<file path="config.mk">
export PLATFORM = sky130hd
export DESIGN_NAME = byte_bitop_unit
export DESIGN_NICKNAME = d
export VERILOG_FILES = /design/src/rtl/bitop_pkg.sv /design/src/rtl/bitop_rotshift.sv /design/src/rtl/bitop_bitfield.sv /design/src/rtl/byte_bitop_unit.sv
export SDC_FILE = /design/constraint.sdc
export NUM_CORES = 1
export LEC_CHECK = 0
export BUFFER_PORTS_ARGS = -buffer_cell sky130_fd_sc_hd__buf_2
export CORE_ASPECT_RATIO = 1.4
export CORE_UTILIZATION = 55
export CTS_BUF_LIST = sky130_fd_sc_hd__clkbuf_16
export CTS_CLUSTER_SIZE = 16
export DETAILED_ROUTE_END_ITERATION = 6
export PLACE_DENSITY = 0.76
export REMOVE_ABC_BUFFERS = 1
export SYNTH_ARGS = -nofsm -noshare
export SYNTH_HDL_FRONTEND = slang
export SYNTH_SLANG_ARGS = --single-unit
</file>
<file path="constraint.sdc">
create_clock -name clk_i -period 0.85 [get_ports clk_i]
set_input_delay 0 -clock clk_i [delete_from_list [all_inputs] [get_ports clk_i]]
set_output_delay 0 -clock clk_i [all_outputs]
set_load 0.1 [all_outputs]
</file>
<file path="src/rtl/bitop_pkg.sv">
package bitop_pkg;
  typedef enum logic [3:0] {
    OP_RLC  = 4'd0,
    OP_RRC  = 4'd1,
    OP_RL   = 4'd2,
    OP_RR   = 4'd3,
    OP_SLA  = 4'd4,
    OP_SRA  = 4'd5,
    OP_SWAP = 4'd6,
    OP_SRL  = 4'd7,
    OP_BIT  = 4'd8,
    OP_RES  = 4'd9,
    OP_SET  = 4'd10,
    OP_RLCA = 4'd11,
    OP_RRCA = 4'd12,
    OP_RLA  = 4'd13,
    OP_RRA  = 4'd14,
    OP_NONE = 4'd15
  } op_e;

  localparam int F_Z = 3;
  localparam int F_N = 2;
  localparam int F_H = 1;
  localparam int F_C = 0;
  localparam int FLAG_W = 4;
endpackage

</file>
<file path="src/rtl/bitop_rotshift.sv">
module bitop_rotshift
  import bitop_pkg::*;
#(
  parameter int DATA_W = 8
) (
  input  op_e               op_i,
  input  logic [DATA_W-1:0] data_i,
  input  logic              carry_i,
  output logic [DATA_W-1:0] res_o,
  output logic              carry_o,
  output logic              hit_o,
  output logic              acc_o
);
  localparam int HALF = DATA_W / 2;

  always_comb begin
    res_o   = data_i;
    carry_o = carry_i;
    hit_o   = 1'b1;
    acc_o   = 1'b0;
    case (op_i)
      OP_RLC, OP_RLCA: begin
        res_o   = {data_i[DATA_W-2:0], data_i[DATA_W-1]};
        carry_o = data_i[DATA_W-1];
        acc_o   = (op_i == OP_RLCA);
      end
      OP_RRC, OP_RRCA: begin
        res_o   = {data_i[0], data_i[DATA_W-1:1]};
        carry_o = data_i[0];
        acc_o   = (op_i == OP_RRCA);
      end
      OP_RL, OP_RLA: begin
        res_o   = {data_i[DATA_W-2:0], carry_i};
        carry_o = data_i[DATA_W-1];
        acc_o   = (op_i == OP_RLA);
      end
      OP_RR, OP_RRA: begin
        res_o   = {carry_i, data_i[DATA_W-1:1]};
        carry_o = data_i[0];
        acc_o   = (op_i == OP_RRA);
      end
      OP_SLA: begin
        res_o   = {data_i[DATA_W-2:0], 1'b0};
        carry_o = data_i[DATA_W-1];
      end
      OP_SRA: begin
        res_o   = {data_i[DATA_W-1], data_i[DATA_W-1:1]};
        carry_o = data_i[0];
      end
      OP_SRL: begin
        res_o   = {1'b0, data_i[DATA_W-1:1]};
        carry_o = data_i[0];
      end
      OP_SWAP: begin
        res_o   = {data_i[HALF-1:0], data_i[DATA_W-1:HALF]};
        carry_o = 1'b0;
      end
      default: hit_o = 1'b0;
    endcase
  end
endmodule

</file>
<file path="src/rtl/bitop_bitfield.sv">
module bitop_bitfield #(
  parameter int DATA_W = 8,
  localparam int IDX_W = $clog2(DATA_W)
) (
  input  logic [IDX_W-1:0]  idx_i,
  input  logic [DATA_W-1:0] data_i,
  input  logic              set_i,
  output logic [DATA_W-1:0] res_o,
  output logic              bit_o
);
  logic [DATA_W-1:0] sel;

  for (genvar i = 0; i < DATA_W; i++) begin : g_sel
    assign sel[i] = (idx_i == IDX_W'(i));
  end

  assign res_o = set_i ? (data_i | sel) : (data_i & ~sel);
  assign bit_o = |(data_i & sel);
endmodule

</file>
<file path="src/rtl/byte_bitop_unit.sv">
module byte_bitop_unit
  import bitop_pkg::*;
#(
  parameter int DATA_W = 8,
  localparam int IDX_W = $clog2(DATA_W)
) (
  input  logic                 clk_i,
  input  logic                 rst_ni,
  input  logic                 valid_i,
  input  logic [3:0]           op_i,
  input  logic [IDX_W-1:0]     bit_idx_i,
  input  logic [DATA_W-1:0]    operand_i,
  input  logic [FLAG_W-1:0]    flags_i,
  output logic                 valid_o,
  output logic [DATA_W-1:0]    result_o,
  output logic                 wr_en_o,
  output logic [FLAG_W-1:0]    flags_o
);
  op_e               op;
  logic [DATA_W-1:0] rs_res, bf_res, nxt_res;
  logic              rs_c, rs_hit, rs_acc, bf_bit, nxt_wr;
  logic [FLAG_W-1:0] nxt_f;

  assign op = op_e'(op_i);

  bitop_rotshift #(.DATA_W(DATA_W)) u_rs (
    .op_i    (op),
    .data_i  (operand_i),
    .carry_i (flags_i[F_C]),
    .res_o   (rs_res),
    .carry_o (rs_c),
    .hit_o   (rs_hit),
    .acc_o   (rs_acc)
  );

  bitop_bitfield #(.DATA_W(DATA_W)) u_bf (
    .idx_i  (bit_idx_i),
    .data_i (operand_i),
    .set_i  (op == OP_SET),
    .res_o  (bf_res),
    .bit_o  (bf_bit)
  );

  always_comb begin
    nxt_res = operand_i;
    nxt_wr  = 1'b0;
    nxt_f   = flags_i;
    if (rs_hit) begin
      nxt_res      = rs_res;
      nxt_wr       = 1'b1;
      nxt_f[F_Z]   = ~rs_acc & (rs_res == '0);
      nxt_f[F_N]   = 1'b0;
      nxt_f[F_H]   = 1'b0;
      nxt_f[F_C]   = rs_c;
    end else if (op == OP_BIT) begin
      nxt_f[F_Z]   = ~bf_bit;
      nxt_f[F_N]   = 1'b0;
      nxt_f[F_H]   = 1'b1;
    end else if (op == OP_RES || op == OP_SET) begin
      nxt_res      = bf_res;
      nxt_wr       = 1'b1;
    end
  end

  always_ff @(posedge clk_i or negedge rst_ni) begin
    if (!rst_ni) begin
      valid_o  <= 1'b0;
      wr_en_o  <= 1'b0;
      result_o <= '0;
      flags_o  <= '0;
    end else begin
      valid_o <= valid_i;
      wr_en_o <= valid_i & nxt_wr;
      if (valid_i) begin
        result_o <= nxt_res;
        flags_o  <= nxt_f;
      end
    end
  end
endmodule

</file>
==> results of run 1 <==
## cells in the mapped netlist (all sizes together), types with 2 or more instances
cell | n | area (µm²)
nand3 | 4 | 20.0
o21ai | 25 | 125
a222oi | 2 | 20.0
mux2 | 4 | 45.0
mux4 | 2 | 45.0
o211ai | 4 | 30.0
o21a | 3 | 22.5
nor2b | 8 | 50.1
nor4 | 2 | 12.5
a22oi | 3 | 22.5
inv | 10 | 37.5
o31ai | 3 | 27.5
nor3b | 2 | 15.0
a221oi | 3 | 26.3
o32ai | 5 | 43.8
nor2 | 21 | 78.8
a211oi | 3 | 22.5
a22o | 4 | 35.0
mux2i | 4 | 40.0
a32oi | 4 | 35.0
nor3 | 2 | 10.0
and2 | 2 | 15.0
nand2 | 16 | 62.6
o22ai | 3 | 18.8
a221o | 5 | 50.1
and3 | 3 | 18.8
a211o | 2 | 17.5
dfrtp | 14 | 350
a21oi | 14 | 81.3
buf | 14 | 91.3
a21boi | 2 | 15.0
nand2b | 6 | 37.5
or3 | 2 | 12.5
clkbuf | 12 | 45.0
## cell families after synthesis
group | Yosys count
mux | 10
flops | 14
buf+inv | 37
simple gates | 74
xor+xnor | 1
compound gates | 90
## metrics by stage
step	setup TNS [ns]	utilization (%)	hold slack, ns
after detailed placement	-9.09	85.6	-0.0909
after global placement	-7.92	85.6	-0.0948
after floorplan	-5.27	-	-0.296
==> reports/metrics.yaml, run 1 <==
clock_tree:
  cts_buffers: 3
  post_cts_resized: 98
  cts_setup_buffers: 12
  cts_root_buf: "clkbuf_16"
  cts_sinks: 14
  clk_path_buf_depth: 2
  ctsHoldBuffers: 1
  cts_max_level: 1
yosys:
  synthMuxAreaShare_pct: 7.71
  yosys.area_share.simple_pct: 22.7
  synthArstFlopShare_pct: 100
  ys_types: 55
  synth_compound_area_share_pct: 37.8
  yosysSeqAreaShare_pct: 20.8
  synth_top_family_by_area: "compound AO/OA/AOI/OAI gates"
  synth-adder-area-share_pct: 0
  ys_warn_count: 0
  synth_xor_area_share_pct: 0.519
  synthFlopType: "dfrtp_1"
  synth_edf_count: 0
  ys_seq_elements: 14
  syn_area_um2: 1690
  netlist_instances: 226
  synth_area_per_cell_um2: 7.47
place:
  place.gp.congestion: 1.04
  port_buffers: 35
  place_area_um2: 2460
  place_ws_ns: -0.972
  post-dp-hpwl_um: 4930
  post-place-cells: 336
status:
  error: "[ERROR DPL-0038] Utilization greater than 100%, impossible to legalize"
  failing_step: "clock tree synthesis"
  run_status: "aborted with a tool error"
floorplan:
  start_util_pct: 58.7
  die_h_um: 67.5
  pin_count: 36
  die_w_um: 48.8
  row_count: 23
==> inputs of run 2 (changes only) <==
--- a/config.mk
+++ b/config.mk
@@ -6,12 +6,9 @@
 export NUM_CORES = 1
 export LEC_CHECK = 0
 export BUFFER_PORTS_ARGS = -buffer_cell sky130_fd_sc_hd__buf_2
-export CORE_ASPECT_RATIO = 1.4
-export CORE_UTILIZATION = 55
-export CTS_BUF_LIST = sky130_fd_sc_hd__clkbuf_16
-export CTS_CLUSTER_SIZE = 16
+export CORE_UTILIZATION = 40
 export DETAILED_ROUTE_END_ITERATION = 6
-export PLACE_DENSITY = 0.76
+export PLACE_DENSITY_LB_ADDON = 0.15
 export REMOVE_ABC_BUFFERS = 1
 export SYNTH_ARGS = -nofsm -noshare
 export SYNTH_HDL_FRONTEND = slang
==> run 2 against run 1 <==
Effect of this change: the flow now finishes, with violations (setup timing); synthesized cell count stayed put; area after synthesis stayed put.
==> reports/metrics.yaml, run 2 <==
status:
  run_status: "finished with violations"  # was aborted with a tool error
  violations: "setup timing"
detailed_routing:
  wire_per_inst_um: 18.9
  wirelength_um: 7120
  ant_nets: 0
  drt-initial-drc-count: 190
  drcViolationCount: 0
  first_pass_iters: 5
  vias_per_cell: 6.16
  vias: 2318
worst_setup_path:
  cp_data_arrival_time_ns: 1.50
  crit_top_cell: "buf_12"
  r2r-end: "result_o[7]"
  cp-end-kind: "register"
  cp-start-kind: "input pin"
  path_delay_family: "compound AO/OA/AOI/OAI gates"
  crit-reg2reg-launch: "result_o[7]"
  path_cells: "buf_12, buf_12, o21ai_1, a221oi_2, a221o_1, o41a_1, o31ai_2"
  cpPeakStageDelay_ns: 0.42
  r2r_cells: 2
  crit_slowest_cell: "o41a_1"
  crit_fanout: 7
  cp.required_ns: 1.00
  cp_num_buf_inv: 2
  critPathKind: "in -> reg"
  ff2ff_setup_slack_ns: -0.04
min_path:
  holdPathEnd: "flags_o[2]"
  min_path_cells: 3
  min_from: "flags_i[2]"
  hold_path_class: "in -> reg"
finish:
  diodes: 0
  regMostFlops: "result_o"
  drive_gt1_share_pct: 54.0
  syn_to_final_growth_pct: 87.3
  mostFrequentLayoutCell: "buf_4"
  fill_cells: 265
  nets: 349
  largest_reg_flops: 8
  reg_top3: "result_o: 8 flops, flags_o: 4 flops"
  mostFrequentLayoutCells: "buf_4, nor2_1, buf_12, buf_6, buf_2"
  design_area_um2: 3160
yosys:
  post-synth-top-count-cell: "o21ai_0"  # unchanged
  synthFlopType: "dfrtp_1"  # unchanged
  yosys.area.top_type: "dfrtp_1"  # unchanged
  synth_commonest_cells: "o21ai_0, nor2_1, nand2_1, dfrtp_1, a21oi_1"  # unchanged
  ys_types: 55  # unchanged
  netlist_instances: 226  # unchanged
  ys_seq_elements: 14  # unchanged
  ys_warn_count: 0  # unchanged
  synth_edf_count: 0  # unchanged
  yosysSeqAreaShare_pct: 20.8  # unchanged
  synthTopCellsByArea: "dfrtp_1, o21ai_0, nor2_1, a21oi_1, nand2_1"  # unchanged
  yosysTopAreaCellShare_pct: 20.8  # unchanged
  synthArstFlopShare_pct: 100  # unchanged
  synth_area_per_cell_um2: 7.47  # unchanged
  syn_area_um2: 1690  # unchanged
floorplan:
  start_util_pct: 41.9  # was 58.7%
  row_count: 23  # unchanged
  pin_count: 36  # unchanged
  die_h_um: 67.0  # was 67.5 µm
  die_area_um2: 4480
  die_w_um: 67.0  # was 48.8 µm
  core_area_um2: 4030
timing:
  period_share_pct: 159
  max_freq_ghz: 0.742
  relSlewSlack_pct: 75.7
  hold_viol_final: 0
  tightest_slew_ns: 0.364
  fin_crit_ns: 1.35
  finClkSkew_ns: 0
  setup_viol: 16
  slew_violations: 0
  rsz0062_at_grt: "yes"
  worst_slack_ns: -0.497
clock_tree:
  cts_buffers: 3  # unchanged
  cts_sinks: 14  # unchanged
  cts_root_buf: "clkbuf_8"  # was clkbuf_16
  clk_path_buf_depth: 2  # unchanged
  cts.clk_slew.worst_paths_ns: 0.05
  clkLatencyLatePin_ns: 0.24
  cts_max_level: 1  # unchanged
  cts_tree: "done"
global_routing:
  grt_pass1_vias: 2099
  grt_max_degree: 23
  grt_overflow: 0
  antenna_found_initial: 0
  grt_pass1_wl_um: 10100
  track_usage_pct: 29.9
flow_run:
  max_cap_viol_count: 0
pwr:
  ir_drop_v: 0.000917
  power.total_mw: 4.00
  cellPowerDensity_nw_per_um2: 1270
  p_leak_nw: 1.41
place:
  place.gp.congestion: 0.899  # was 1.04
  place_area_um2: 2500  # was 2460 µm²
  post-dp-hpwl_um: 4310  # was 4930 µm
  port_buffers: 35  # unchanged
-- run 2: what timing repair did --
action	in CTS	in global routing
cloned	1	3
endpoints found under the hold margin	14	0
gates resized for setup	72	28
hold buffers	1	0
setup endpoints to repair	17	22
pin swaps	30	13
buffers inserted	8	7
-- run 2: how the worst max path moves through the flow --
stage                       start          to  slack [ns]  depth (start not counted)
after floorplan           op_i[2]  flags_o[3]       -0.60                          5
after global placement    op_i[1]  flags_o[3]       -0.88                          6
after detailed placement  op_i[3]  flags_o[3]       -0.89                          6
after CTS                 op_i[3]  flags_o[3]       -0.51                          8
after global routing      op_i[2]  flags_o[3]       -0.65                          9
final                     op_i[2]  flags_o[3]       -0.50                          7
-- run 2: layout make-up --
cell class	count	area, µm²	area share (%)
well taps	50	62.6	1.98
inverters	11	42.5	1.35
multi-input cells	175	1400	44.3
clock buffers	4	55.1	1.74
repair buffers	122	1250	39.6
flip-flops and latches	14	350	11.1
-- run 2: worst reg2reg max path: cells and delay by family, from the launching register on --
| family | cells | cell delay, ns |
|---|---|---|
| mux | 1 | 0.25 |
| buf+inv | 1 | 0.13 |
| flops | 1 | 0.38 |
-- run 2: logic make-up after synthesis --
group | share of synthesized area (%)
compound gates | 37.8
buf+inv | 10.5
mux | 7.71
simple gates | 22.7
xor+xnor | 0.519
flops | 20.8
-- run 2: layer usage --
metal	track usage [%]	up-vias	share of wire [%]
met4	9.84	0	3.5
met5	0	-	0
li1	-	1050	-
met2	49.1	124	49
met3	2.05	25	6.9
met1	40.9	1119	41
-- run 2: power breakdown --
group / total (mW) / switching, mW / leakage, nW / internal (mW)
combinational: 2.53 / 1.38 / 1.21 / 1.14
sequential: 0.830 / 0.0805 / 0.171 / 0.750
clock: 0.645 / 0.235 / 0.0288 / 0.410
-- run 2: per-stage QoR --
| stage | cells | TNS, ns | hold slack, ns | utilization (%) | setup slack, ns |
|---|---|---|---|---|---|
| final | 376 | -3.78 | 0.0918 | 78.5 | -0.497 |
| after global routing | 376 | -4.57 | 0.0970 | 78.5 | -0.648 |
| after CTS | 366 | -3.58 | 0.0663 | 72.2 | -0.511 |
| after global placement | 352 | -9.04 | -0.0963 | 62.1 | -0.879 |
| after floorplan | 200 | -5.27 | -0.296 | - | -0.605 |
| after detailed placement | 352 | -9.32 | -0.0927 | 62.1 | -0.892 |
Note: power is estimated with default switching activity, not from simulation.
